<file path="config.mk">
export PLATFORM = sky130hd
export DESIGN_NAME = spi_reg_slave
export DESIGN_NICKNAME = d
export VERILOG_FILES = /design/src/rtl/spi_reg_pkg.sv /design/src/rtl/spi_reg_sync.sv /design/src/rtl/spi_reg_rx.sv /design/src/rtl/spi_reg_tx.sv /design/src/rtl/spi_reg_slave.sv
export SDC_FILE = /design/constraint.sdc
export NUM_CORES = 1
export LEC_CHECK = 0
export BUFFER_PORTS_ARGS = -buffer_cell sky130_fd_sc_hd__buf_4
export CAP_MARGIN = 40
export CORE_UTILIZATION = 40
export CTS_CLUSTER_DIAMETER = 100
export CTS_CLUSTER_SIZE = 30
export DETAILED_ROUTE_END_ITERATION = 10
export PLACE_DENSITY = 0.69
export SKIP_LAST_GASP = 1
export SYNTH_ARGS = -nofsm -noshare
export SYNTH_HDL_FRONTEND = slang
export SYNTH_SLANG_ARGS = --single-unit
export TNS_END_PERCENT = 20
</file>
<file path="constraint.sdc">
create_clock -name clk -period 2.75 [get_ports clk]
set_input_delay 0.275 -clock clk [delete_from_list [all_inputs] [get_ports clk]]
set_output_delay 0.275 -clock clk [all_outputs]
set_load 0.005 [all_outputs]
</file>
<file path="src/rtl/spi_reg_pkg.sv">
`timescale 1ns/1ps
package spi_reg_pkg;

  localparam int ADDR_W = 7;
  localparam int BYTE_W = 8;
  localparam int BIT_CNT_W = $clog2(BYTE_W);

  typedef struct packed {
    logic              rd;
    logic [ADDR_W-1:0] addr;
  } cmd_t;

  // Next register pointer, wrapping at the last register of the file.
  function automatic logic [ADDR_W-1:0] ptr_next(input logic [ADDR_W-1:0] p, input int depth);
    if (int'(p) + 1 >= depth) return '0;
    return p + 1'b1;
  endfunction

endpackage

</file>
<file path="src/rtl/spi_reg_sync.sv">
`timescale 1ns/1ps
module spi_reg_sync #(
  parameter int             STAGES  = 2,
  parameter int             W       = 3,
  parameter logic [W-1:0]   RST_VAL = '0
) (
  input  logic         clk,
  input  logic         rst_n,
  input  logic [W-1:0] d_i,
  output logic [W-1:0] q_o
);

  logic [STAGES-1:0][W-1:0] pipe;

  always_ff @(posedge clk or negedge rst_n) begin
    if (!rst_n) begin
      pipe <= {STAGES{RST_VAL}};
    end else begin
      pipe[0] <= d_i;
      for (int i = 1; i < STAGES; i++) pipe[i] <= pipe[i-1];
    end
  end

  assign q_o = pipe[STAGES-1];

endmodule

</file>
<file path="src/rtl/spi_reg_rx.sv">
`timescale 1ns/1ps
module spi_reg_rx
  import spi_reg_pkg::*;
(
  input  logic              clk,
  input  logic              rst_n,
  input  logic              cs_act,
  input  logic              sck_rise,
  input  logic              sdi,
  output logic              byte_done,
  output logic [BYTE_W-1:0] byte_val,
  output logic              first_byte
);

  logic [BIT_CNT_W-1:0] bit_cnt;
  logic [BYTE_W-1:0]    shreg;
  logic                 last_bit_w;

  assign last_bit_w = (bit_cnt == BIT_CNT_W'(BYTE_W - 1));

  always_ff @(posedge clk or negedge rst_n) begin
    if (!rst_n) begin
      bit_cnt    <= '0;
      shreg      <= '0;
      byte_done  <= 1'b0;
      first_byte <= 1'b1;
    end else if (!cs_act) begin
      bit_cnt    <= '0;
      shreg      <= '0;
      byte_done  <= 1'b0;
      first_byte <= 1'b1;
    end else begin
      byte_done <= 1'b0;
      if (sck_rise) begin
        shreg   <= {shreg[BYTE_W-2:0], sdi};
        bit_cnt <= bit_cnt + 1'b1;
        if (last_bit_w) byte_done <= 1'b1;
      end
      if (byte_done) first_byte <= 1'b0;
    end
  end

  assign byte_val = shreg;

  // a deselect always restarts the bit position
  assert_bitcnt_clear_R8: assert property (@(posedge clk) disable iff (!rst_n)
    !cs_act |=> (bit_cnt == '0));

  // a completed byte is reported for one cycle only
  assert_done_pulse_R4: assert property (@(posedge clk) disable iff (!rst_n)
    byte_done |=> !byte_done);

endmodule

</file>
<file path="src/rtl/spi_reg_tx.sv">
`timescale 1ns/1ps
module spi_reg_tx
  import spi_reg_pkg::*;
(
  input  logic              clk,
  input  logic              rst_n,
  input  logic              cs_act,
  input  logic              sck_fall,
  input  logic              load,
  input  logic [BYTE_W-1:0] load_val,
  output logic              sdo
);

  logic [BYTE_W-1:0] txreg;

  always_ff @(posedge clk or negedge rst_n) begin
    if (!rst_n) begin
      txreg <= '0;
      sdo   <= 1'b0;
    end else if (!cs_act) begin
      txreg <= '0;
      sdo   <= 1'b0;
    end else if (load) begin
      txreg <= load_val;
    end else if (sck_fall) begin
      sdo   <= txreg[BYTE_W-1];
      txreg <= {txreg[BYTE_W-2:0], 1'b0};
    end
  end

  // output only moves after a falling edge while selected
  assert_sdo_on_fall_R2: assert property (@(posedge clk) disable iff (!rst_n)
    (cs_act && $past(cs_act) && !$past(sck_fall)) |-> $stable(sdo));

  // a fetch never collides with a shift edge
  assert_load_apart_R5: assert property (@(posedge clk) disable iff (!rst_n)
    !(load && sck_fall));

  // deselect returns the output to 0
  assert_sdo_idle_R9: assert property (@(posedge clk) disable iff (!rst_n)
    !cs_act |=> !sdo);

endmodule

</file>
<file path="src/rtl/spi_reg_slave.sv">
`timescale 1ns/1ps
module spi_reg_slave
  import spi_reg_pkg::*;
#(
  parameter int NUM_REGS    = 128,
  parameter int SYNC_STAGES = 2
) (
  input  logic              clk,
  input  logic              rst_n,
  input  logic              spi_cs_n,
  input  logic              spi_sck,
  input  logic              spi_sdi,
  output logic              spi_sdo,
  output logic              spi_sdo_oe,
  output logic [ADDR_W-1:0] reg_addr_o,
  output logic [BYTE_W-1:0] reg_wdata_o,
  output logic              reg_we_o,
  input  logic [BYTE_W-1:0] reg_rdata_i
);

  localparam int N_SYNC = 3;

  logic [N_SYNC-1:0] raw_w, synced_w;
  logic              cs_act, sck_s, sdi_s, sck_d;
  logic              sck_rise_w, sck_fall_w;
  logic              rx_done_w, rx_first_w;
  logic [BYTE_W-1:0] rx_byte_w;
  cmd_t              cmd_w;
  logic              step_q, rd_mode;
  logic [ADDR_W-1:0] ptr;
  logic [BYTE_W-1:0] wdata_q;
  logic              fetch_w;

  assign raw_w = {spi_cs_n, spi_sck, spi_sdi};

  spi_reg_sync #(.STAGES(SYNC_STAGES), .W(N_SYNC), .RST_VAL(3'b100)) u_sync (
    .clk(clk), .rst_n(rst_n), .d_i(raw_w), .q_o(synced_w)
  );

  assign cs_act = ~synced_w[2];
  assign sck_s  = synced_w[1];
  assign sdi_s  = synced_w[0];

  always_ff @(posedge clk or negedge rst_n) begin
    if (!rst_n) sck_d <= 1'b0;
    else        sck_d <= sck_s;
  end

  assign sck_rise_w = cs_act & sck_s & ~sck_d;
  assign sck_fall_w = cs_act & ~sck_s & sck_d;

  spi_reg_rx u_rx (
    .clk(clk), .rst_n(rst_n), .cs_act(cs_act), .sck_rise(sck_rise_w), .sdi(sdi_s),
    .byte_done(rx_done_w), .byte_val(rx_byte_w), .first_byte(rx_first_w)
  );

  assign cmd_w = cmd_t'(rx_byte_w);

  // Command decode and pointer stepping
  always_ff @(posedge clk or negedge rst_n) begin
    if (!rst_n) begin
      rd_mode <= 1'b0;
      ptr     <= '0;
      step_q  <= 1'b0;
      wdata_q <= '0;
    end else if (!cs_act) begin
      rd_mode <= 1'b0;
      step_q  <= 1'b0;
    end else begin
      step_q <= 1'b0;
      if (rx_done_w) begin
        wdata_q <= rx_byte_w;
        if (rx_first_w) begin
          rd_mode <= cmd_w.rd;
          ptr     <= cmd_w.addr;
          step_q  <= cmd_w.rd;
        end else begin
          step_q  <= 1'b1;
        end
      end
      if (step_q) ptr <= ptr_next(ptr, NUM_REGS);
    end
  end

  assign fetch_w = step_q & rd_mode;

  spi_reg_tx u_tx (
    .clk(clk), .rst_n(rst_n), .cs_act(cs_act), .sck_fall(sck_fall_w),
    .load(fetch_w), .load_val(reg_rdata_i), .sdo(spi_sdo)
  );

  assign spi_sdo_oe  = cs_act;
  assign reg_addr_o  = ptr;
  assign reg_wdata_o = wdata_q;
  assign reg_we_o    = step_q & ~rd_mode;

  // every access moves the pointer to its wrapped successor
  assert_ptr_step_R6: assert property (@(posedge clk) disable iff (!rst_n)
    (step_q && cs_act) |=> (ptr == ptr_next($past(ptr), NUM_REGS)));

  // direction is fixed once the command byte has been taken
  assert_dir_hold_R3: assert property (@(posedge clk) disable iff (!rst_n)
    (cs_act && $past(cs_act) && !$past(rx_done_w && rx_first_w)) |-> $stable(rd_mode));

  // the write strobe lasts a single cycle
  assert_we_single_R4: assert property (@(posedge clk) disable iff (!rst_n)
    reg_we_o |=> !reg_we_o);

  // no write and no drive without select
  assert_we_selected_R7: assert property (@(posedge clk) disable iff (!rst_n)
    reg_we_o |-> spi_sdo_oe);

endmodule

</file>
==> results of run 1 <==
==> repair_timing <==
action                                  CTS  global route
endpoints found under the setup margin    0             0
endpoints found under the hold margin    43             0
hold buffers                              1             0
==> cells by family after synthesis <==
logic type | count (synthesis) | share of synthesized area
xor+xnor | 1 | 0.00418
mux | 15 | 0.0764
compound gates | 50 | 0.165
flops | 46 | 0.551
simple gates | 56 | 0.144
fa+ha+maj | 3 | 0.0179
buf+inv | 16 | 0.0406
==> cell type report <==
type	instances	area, um^2	area share
repair buffers	32	243	0.0992
clock inverters	1	5.00	0.00204
well taps	67	83.8	0.0343
multi-input cells	125	856	0.350
clock buffers	7	86.3	0.0353
inverters	5	18.8	0.00767
flip-flops and latches	46	1150	0.472
==> layer usage <==
layer / vias to the layer above / wire (um) / global-route usage
li1: 725 / - / -
met3: 8 / 117 / 0.0285
met1: 715 / 1970 / 0.242
met5: - / 0 / 0
met4: 0 / 74 / 0.0818
met2: 22 / 1740 / 0.229
==> placed cells by master (no fill, tap or decap), types with 4 or more instances in the layout <==
cell type | netlist | routed
mux2i_1 | 7 | 7
nand2b_1 | 5 | 5
buf_4 | 0 | 31
mux2_2 | 8 | 8
o2bb2ai_1 | 7 | 7
clkbuf_8 | 0 | 6
o21ai_0 | 7 | 7
inv_1 | 5 | 5
nor2_1 | 4 | 4
a21oi_1 | 18 | 18
dfrtp_1 | 43 | 43
nand2_1 | 28 | 28
==> flip-flops by register name, indices dropped and copies added, names as in the netlist, 3 cells and up <==
| register | flops |
|---|---|
| reg_wdata_o | 8 |
| u_rx.byte_val | 8 |
| u_tx.txreg | 8 |
| reg_addr_o | 7 |
| u_rx.bit_cnt | 3 |
| u_sync.pipe | 3 |
| u_sync.q_o | 3 |
==> through the flow <==
step	utilization	hold WS (ns)	power, uW
6_report	0.502	0.0811	1160
5_1_grt	0.502	0.0677	1210
4_1_cts	0.502	0.0723	1180
3_5_place_dp	0.481	0.313	759
3_3_place_gp	0.481	0.311	758
2_1_floorplan	-	-0.0206	726
==> how the worst min path moves through the flow <==
stage	from	to	slack, ns	cells past startpoint
3_3_place_gp	rst_n	u_sync.pipe[1]$_DFF_PN0_	0.31	1
2_1_floorplan	rst_n	rd_mode$_DFFE_PN0P_	-0.02	0
4_1_cts	spi_sck	u_sync.pipe[1]$_DFF_PN0_	0.07	1
3_5_place_dp	rst_n	u_sync.q_o[1]$_DFF_PN0_	0.31	1
5_1_grt	spi_sdi	u_sync.pipe[0]$_DFF_PN0_	0.07	1
6_report	spi_sck	u_sync.pipe[1]$_DFF_PN0_	0.08	1
==> worst register-to-register path, delay by kind of cell (launching register included) <==
kind          cells  cell delay [ns]
simple gates      1             0.40
flops             1             0.69
mux               1             0.39
==> power breakdown <==
| group | total, uW | internal (uW) | switching, uW |
|---|---|---|---|
| clock network | 416 | 203 | 213 |
| logic | 53.0 | 20.8 | 32.1 |
| registers | 692 | 685 | 7.37 |
| total | 1160 | 909 | 252 |
==> flow_metrics.env, run 1 <==
export IMPL_cp_end_kind="output pin"
export IMPL_fmax_ghz=0.547
export IMPL_status="finished clean"
export IMPL_core_um2=4880
export IMPL_clock_skew_ns=0.00385
export IMPL_post_cts_resized=0
export IMPL_port_buffer_count=30
export IMPL_n_antenna_cell=0
export IMPL_htreeDepth=2
export IMPL_yosys_cell_count_top_type="dfrtp_1"
export IMPL_ys_warn_count=0
export IMPL_track_usage=0.163
export IMPL_viasPerCell=5.19
export IMPL_drc_errors=0
export IMPL_rows=25
export IMPL_ant_nets=0
export IMPL_rr_worst_depth=2
export IMPL_crit_fanout=15
export IMPL_finalCriticalPeriod_ns=1.83
export IMPL_start_kind="flop"
export IMPL_placed_cells_incl_taps=274
export IMPL_tritoncts="built"
export IMPL_rrSetupSlack_ns=1.17
export IMPL_crit_arrival_ns=1.55
export IMPL_drtPass1Iterations=4
export IMPL_fin_cells=283
export IMPL_place_congestion=0.731
export IMPL_die_area_um2=5530
export IMPL_drv_cap=0
export IMPL_antenna_found_initial=0
export IMPL_yosysUniqueCellTypes=44
export IMPL_tightest_slew_ns=0.808
export IMPL_clk_pin_slew_ns=0.08
export IMPL_async_reset_ff_frac=1.00
export IMPL_cts_path_max_buffers=2
export IMPL_numClockSinks=46
export IMPL_hold_path_class="in -> reg"
export IMPL_crit_path_max_incr_delay_ns=0.69
export IMPL_cp_num_cells=3
export IMPL_finalHoldViolations=0
export IMPL_die_w_um=74.4
export IMPL_crit_required_ns=2.48
export IMPL_cp_slowest_cell="dfstp_2"
export IMPL_clkLatencyLatePin_ns=0.29
export IMPL_final_cell_area_um2=2450
export IMPL_post_place_ws_ns=1.15
export IMPL_slew_headroom=0.461
export IMPL_start_util=0.429
export IMPL_drt_iter0_drc=98
export IMPL_endpoint="spi_sdo_oe"
export IMPL_p_per_area_nw_per_um2=474
export IMPL_die_y_um=74.4
export IMPL_synth_seq_area_share=0.551
export IMPL_rsz0062_at_grt="no"
export IMPL_wl_per_cell_um=13.8
export IMPL_pin_count=31
export IMPL_finalSetupViolCount=0
export IMPL_synth_edf_count=0
export IMPL_dpl_cell_area_um2=2350
export IMPL_path_buf_inv=3
export IMPL_r2r_start="u_sync.q_o[2]$_DFF_PN1_"
export IMPL_areaGrowthSynthToFinish_pct=16.8
export IMPL_synthesis_nets=203
export IMPL_grt_max_degree=47
export IMPL_drive_gt1_frac=0.255
export IMPL_synth_top_area_share=0.513
export IMPL_r2r_end="reg_wdata_o[2]$_DFFE_PN0P_"
export IMPL_cts_buffers=5
export IMPL_synth_top_cells_by_area="dfrtp_1 (51%), nand2_1 (5.0%), a21oi_1 (4.3%)"
export IMPL_netlist_instances=187
export IMPL_synth_seq_cells=46
export IMPL_ir_drop_uv=322
export IMPL_grt_pass1_vias=1424
export IMPL_final_period_utilization=0.665
export IMPL_finalSetupTns_ns=0
export IMPL_layout_setup_ws_ns=0.920
export IMPL_final_nets=231
export IMPL_critical_path_most_common_cell="buf_4"
export IMPL_path_class="reg -> out"
export IMPL_drv_slew=0
export IMPL_crit_start="u_sync.q_o[2]$_DFF_PN1_"
export IMPL_grt_pass1_wl_um=6790
export IMPL_routed_wl_um=3900
export IMPL_ys_top_cells_by_count="dfrtp_1 (43), nand2_1 (28), a21oi_1 (18), buf_2 (8), mux2_2 (8)"
export IMPL_synth_top_cell_by_area="dfrtp_1"
export IMPL_ys_dominant_reg_cell="dfrtp_1"
export IMPL_crit_path_cell_trace="buf_4, inv_1, buf_4"
export IMPL_clockRootBuffer="clkbuf_8"
export IMPL_crit_family="flip-flops"
export IMPL_nFillCells=489
export IMPL_grt_ovfl_total=0
export IMPL_hpwl_um=2630
export IMPL_netlist_area_um2=2100
export IMPL_vias=1470
export IMPL_p_leak_uw=0.00110
export IMPL_cts_setup_buffers=0
export IMPL_avgSynthCellArea_um2=11.2
Power figures use the tool's default switching activity.
==> run 2, diff against run 1 <==
==> constraint.sdc (replaced) <==
create_clock -name clk -period 1.8 [get_ports clk]
set_input_delay 0.18 -clock clk [delete_from_list [all_inputs] [get_ports clk]]
set_output_delay 0.18 -clock clk [all_outputs]
set_load 0.005 [all_outputs]
==> run 2 against run 1 <==
Core utilization rose by 1.1 points. Routed wire length rose by 2.9%. Hold slack improved by 0.065 ns. Critical path type unchanged.
==> flow_metrics.env, run 2 (synthesis gave the netlist of run 1 again) <==
export IMPL_crit_arrival_ns=1.52
export IMPL_areaGrowthSynthToFinish_pct=19.2
export IMPL_pwr_share_comb=0.046
export IMPL_hold_start="reg_rdata_i[0]"
export IMPL_slew_headroom=0.433
export IMPL_htreeDepth=2
export IMPL_grt_pass1_vias=1366
export IMPL_final_cell_mix="dfrtp_1 (43), buf_4 (31), nand2_1 (28)"
export IMPL_r2r_start="step_q$_DFF_PN0_"
export IMPL_crit_start="u_sync.q_o[2]$_DFF_PN1_"
export IMPL_start_util=0.429
export IMPL_numClockSinks=46
export IMPL_drc_errors=0
export IMPL_rsz0062_at_grt="no"
export IMPL_final_nets=234
export IMPL_ant_nets=0
export IMPL_p_leak_uw=0.00112
export IMPL_rows=25
export IMPL_utilization=0.512
export IMPL_crit_family="flip-flops"
export IMPL_die_y_um=74.4
export IMPL_fmax_ghz=0.587
export IMPL_vias=1496
export IMPL_ir_drop_uv=569
export IMPL_swShare=0.203
export IMPL_n_antenna_cell=0
export IMPL_pin_count=31
export IMPL_post_cts_resized=0
export IMPL_grt_ovfl_total=0
export IMPL_crit_required_ns=1.62
export IMPL_wl_per_cell_um=14.1
export IMPL_p_per_area_nw_per_um2=766
export IMPL_crit_path_cell_trace="buf_4, inv_1, buf_4"
export IMPL_routed_wl_um=4010
export IMPL_final_period_utilization=0.947
export IMPL_start_kind="flop"
export IMPL_drtPass1Iterations=4
export IMPL_grt_pass1_wl_um=6640
export IMPL_finalCriticalPeriod_ns=1.70
export IMPL_finalSetupTns_ns=0
export IMPL_clockRootBuffer="clkbuf_8"
export IMPL_drt_iter0_drc=122
export IMPL_finalHoldViolations=0
export IMPL_port_buffer_count=30
export IMPL_crit_fanout=19
export IMPL_tritoncts="built"
export IMPL_grt_max_degree=47
export IMPL_clk_pin_slew_ns=0.08
export IMPL_hpwl_um=2670
export IMPL_viasPerCell=5.25
export IMPL_layout_commonest_cell="dfrtp_1"
export IMPL_crit_path_max_incr_delay_ns=0.63
export IMPL_die_area_um2=5530
export IMPL_tightest_slew_ns=0.849
export IMPL_clkLatencyLatePin_ns=0.30
export IMPL_switchingPower_uw=388
export IMPL_track_usage=0.159
export IMPL_core_um2=4880
export IMPL_finalSetupViolCount=0
export IMPL_cp_slowest_cell="dfstp_2"
export IMPL_drive_gt1_frac=0.252
export IMPL_hold_path_class="in -> reg"
export IMPL_cts_setup_buffers=0
export IMPL_critical_path_most_common_cell="buf_4"
export IMPL_die_w_um=74.4
export IMPL_pwr_share_clk=0.403
export IMPL_place_congestion=0.792
export IMPL_status="finished clean"
export IMPL_path_buf_inv=3
export IMPL_drv_cap=0
export IMPL_drv_slew=0
export IMPL_seqPwrFrac=0.552
export IMPL_clock_skew_ns=0.00521
export IMPL_path_class="reg -> out"
export IMPL_antenna_found_initial=0
export IMPL_cts_path_max_buffers=2
export IMPL_cp_end_kind="output pin"
export IMPL_cts_buffers=5
export IMPL_p_int_uw=1530
[run 2: cell count changes in the layout (fill, tap and decap cells not counted), sizes merged]
cell         before  now
bufinv            0    1
clkbuf            7    6
clkinv            1    0
dlygate4sd3       1    4
[run 2: per-layer routing]
layer / up-vias / global-route usage / share of wire
li1: 734 / - / -
met1: 724 / 0.229 / 0.48
met2: 32 / 0.227 / 0.46
met3: 6 / 0.0447 / 0.039
met4: 0 / 0.0629 / 0.018
met5: - / 0 / 0
[run 2: what timing repair did]
action	CTS	global route
endpoints found under the setup margin	0	0
hold buffers	4	0
hold endpoints to repair	46	0
[run 2: final cells by class]
class | count | area, um^2
Clock buffer | 6 | 82.6
Clock inverter | 1 | 30.0
Fill cell | 464 | 2380
Inverter | 5 | 18.8
Multi-Input combinational cell | 125 | 856
Sequential cell | 46 | 1150
Tap cell | 67 | 83.8
Timing Repair Buffer | 35 | 273
[run 2: worst reg2reg max path: stages (launching register included)]
cell and delay [ns]:
dfrtp_1 0.68, inv_1 0.24, nor4_1 0.30, and4b_1 0.22
[run 2: power groups by stage]
| stage | combinational, uW | clock (uW) | sequential [uW] |
|---|---|---|---|
| 2_1_floorplan | 36.9 | 0 | 1070 |
| 3_3_place_gp | 82.2 | 0 | 1080 |
| 5_1_grt | 99.1 | 831 | 1060 |
| 6_report | 87.6 | 771 | 1060 |
| 3_5_place_dp | 83.4 | 0 | 1080 |
| 4_1_cts | 90.3 | 794 | 1060 |
[run 2: through the flow]
| stage | cell area [um^2] | hold WS [ns] | power [uW] | worst slack [ns] | cells |
|---|---|---|---|---|---|
| CTS | 2500 | 0.140 | 1940 | 0.0744 | 285 |
| global placement | 2350 | 0.213 | 1160 | 0.298 | 274 |
| floorplan | 2100 | -0.116 | 1110 | 0.383 | 187 |
| detailed placement | 2350 | 0.220 | 1160 | 0.270 | 274 |
| global route | 2500 | 0.146 | 1990 | 0.00943 | 285 |
| finish | 2500 | 0.146 | 1920 | 0.0962 | 285 |
[run 2: worst paths after layout]
check / end / slack [ns] / cells after the start
hold / removal: u_tx.txreg[0]$_DFFE_PN0P_ / 0.15 / 2
max in group asynchronous: reg_addr_o[0]$_DFFE_PN0P_ / 0.99 / 2
setup reg to reg: reg_addr_o[5]$_DFFE_PN0P_ / 0.26 / 3
setup / recovery: spi_sdo_oe / 0.1 / 3
min in group asynchronous: u_sync.pipe[1]$_DFF_PN0_ / 0.41 / 2
hold reg to reg: u_sync.q_o[0]$_DFF_PN0_ / 0.35 / 0
==> run 3, diff against run 2 <==
==> constraint.sdc (replaced) <==
create_clock -name clk -period 1.8 [get_ports clk]
set_input_delay 0.18 -clock clk [delete_from_list [all_inputs] [get_ports clk]]
set_output_delay 0.18 -clock clk [all_outputs]
set_load 0.02 [all_outputs]
==> run 3 against run 2 <==
Critical path type unchanged. First-iteration DRC count unchanged. Register-to-register slack better by 0.02 ns. Global-route usage unchanged. Total power up 0.13%. Clock power about the same. Final cell count unchanged. Count of clock-buffer cells in the layout unchanged. Core utilization about the same. Via count unchanged. Non-clock buffer count unchanged.
==> flow_metrics.env, run 3 (synthesis gave the netlist of run 1 again) <==
export IMPL_status="finished clean"
export IMPL_drive_gt1_frac=0.257
export IMPL_drtPass1Iterations=4
export IMPL_path_class="reg -> out"
export IMPL_cp_end_kind="output pin"
export IMPL_core_um2=4880
export IMPL_start_util=0.429
export IMPL_clk_pin_slew_ns=0.08
export IMPL_die_y_um=74.4
export IMPL_drv_cap=0
export IMPL_seqPwrFrac=0.551
export IMPL_antenna_found_initial=0
export IMPL_drt_iter0_drc=122
export IMPL_wl_per_cell_um=14.1
export IMPL_p_leak_uw=0.00112
export IMPL_finalHoldViolations=0
export IMPL_finalCriticalPeriod_ns=1.73
export IMPL_pin_count=31
export IMPL_pwr_share_clk=0.403
export IMPL_critical_path_most_common_cell="buf_4"
export IMPL_clockRootBuffer="clkbuf_8"
export IMPL_clkLatencyLatePin_ns=0.30
export IMPL_hpwl_um=2670
export IMPL_tritoncts="built"
export IMPL_drc_errors=0
export IMPL_grt_pass1_wl_um=6640
export IMPL_swShare=0.204
export IMPL_ir_drop_uv=569
export IMPL_drv_slew=0
export IMPL_met2_usage=0.227
export IMPL_multiInputGateArea_um2=856
export IMPL_port_buffer_count=30
export IMPL_numClockSinks=46
export IMPL_clock_skew_ns=0.00459
export IMPL_fin_cells=285
export IMPL_crit_required_ns=1.62
export IMPL_track_usage=0.159
export IMPL_placed_cells_incl_taps=274
export IMPL_cts_buffers=5
export IMPL_vias=1496
export IMPL_crit_path_max_incr_delay_ns=0.63
export IMPL_crit_path_cell_trace="buf_4, inv_1, buf_4"
export IMPL_final_period_utilization=0.960
export IMPL_final_nets=234
export IMPL_nFillCells=464
export IMPL_cts_path_max_buffers=2
export IMPL_gr_max_usage_layer="met1"
export IMPL_slew_headroom=0.435
export IMPL_crit_fanout=19
export IMPL_p_per_area_nw_per_um2=767
export IMPL_grt_pass1_vias=1366
export IMPL_htreeDepth=2
export IMPL_ant_nets=0
export IMPL_n_antenna_cell=0
export IMPL_pwr_share_comb=0.046
export IMPL_finalSetupViolCount=0
export IMPL_grt_util_met3=0.0447
export IMPL_utilization=0.512
export IMPL_cp_slowest_cell="dfstp_2"
export IMPL_rsz0062_at_grt="yes"
export IMPL_tightest_slew_ns=0.845
export IMPL_final_cell_mix="dfrtp_1 (42), buf_4 (31), nand2_1 (28)"
export IMPL_hold_path_class="in -> reg"
export IMPL_place_congestion=0.792
export IMPL_viasPerCell=5.25
export IMPL_grt_ovfl_total=0
export IMPL_crit_arrival_ns=1.55
export IMPL_fmax_ghz=0.579
export IMPL_die_area_um2=5530
export IMPL_seq_area_um2=1160
export IMPL_switchingPower_uw=391
export IMPL_p_int_uw=1530
export IMPL_areaGrowthSynthToFinish_pct=19.3
export IMPL_rows=25
export IMPL_start_kind="flop"
export IMPL_routed_wl_um=4010
export IMPL_grt_max_degree=47
export IMPL_layout_commonest_cell="dfrtp_1"
export IMPL_die_w_um=74.4
export IMPL_met1_usage=0.229
## run 3: cell count changes in the layout (fill, tap and decap cells not counted)
cell,change
dfrtp_2,+1
dfrtp_1,-1
## run 3: through the flow
| stage | worst slack [ns] | setup TNS, ns | hold slack, ns | power (uW) | area, um^2 |
|---|---|---|---|---|---|
| final | 0.0729 | 0 | 0.146 | 1920 | 2500 |
| after global routing | -0.0119 | -0.0119 | 0.146 | 1990 | 2500 |
| after CTS | 0.0525 | 0 | 0.140 | 1940 | 2500 |
| after detailed placement | 0.270 | 0 | 0.220 | 1160 | 2350 |
| after global placement | 0.298 | 0 | 0.213 | 1160 | 2350 |
| after floorplan | 0.383 | 0 | -0.116 | 1110 | 2100 |
## run 3: worst max-delay path: cells and delay by family (launching register included)
family | cells | cell delay, ns
flops | 1 | 0.63
buf+inv | 3 | 0.61
## run 3: routing by layer
| layer | routed length, um | up-vias |
|---|---|---|
| met1 | 1940 | 725 |
| met5 | 0 | - |
| li1 | - | 733 |
| met3 | 155 | 6 |
| met4 | 71 | 0 |
| met2 | 1830 | 32 |
## run 3: power groups by stage
stage          combinational, uW  sequential [uW]  clock, uW
6_report                    89.0             1060        772
3_3_place_gp                83.6             1080          0
4_1_cts                     91.7             1060        794
3_5_place_dp                84.9             1080          0
5_1_grt                      101             1060        831
2_1_floorplan               38.2             1070          0
## run 3: area by class of cell
class | instances | area share
repair buffers | 35 | 0.109
well taps | 67 | 0.0335
inverters | 5 | 0.00751
flip-flops and latches | 46 | 0.462
multi-input cells | 125 | 0.342
clock inverters | 1 | 0.0120
clock buffers | 6 | 0.0330
## run 3: repair_timing
item / 4_1_cts / 5_1_grt
setup endpoints to repair: 0 / 2
resized for setup: 0 / 1
hold buffers: 4 / 0
buffers inserted: 0 / 0
endpoints found under the hold margin: 46 / 0
## run 3: worst paths after layout
path | slack [ns] | endpoint | startpoint | cells after the start
max in group asynchronous | 0.96 | step_q$_DFF_PN0_ | rst_n | 2
hold reg to reg | 0.35 | u_sync.q_o[0]$_DFF_PN0_ | u_sync.pipe[0]$_DFF_PN0_ | 0
setup / recovery | 0.07 | spi_sdo_oe | u_sync.q_o[2]$_DFF_PN1_ | 3
hold / removal | 0.15 | u_tx.txreg[0]$_DFFE_PN0P_ | reg_rdata_i[0] | 2
min in group asynchronous | 0.41 | u_sync.pipe[1]$_DFF_PN0_ | rst_n | 2
setup reg to reg | 0.28 | reg_wdata_o[5]$_DFFE_PN0P_ | u_sync.q_o[2]$_DFF_PN1_ | 2
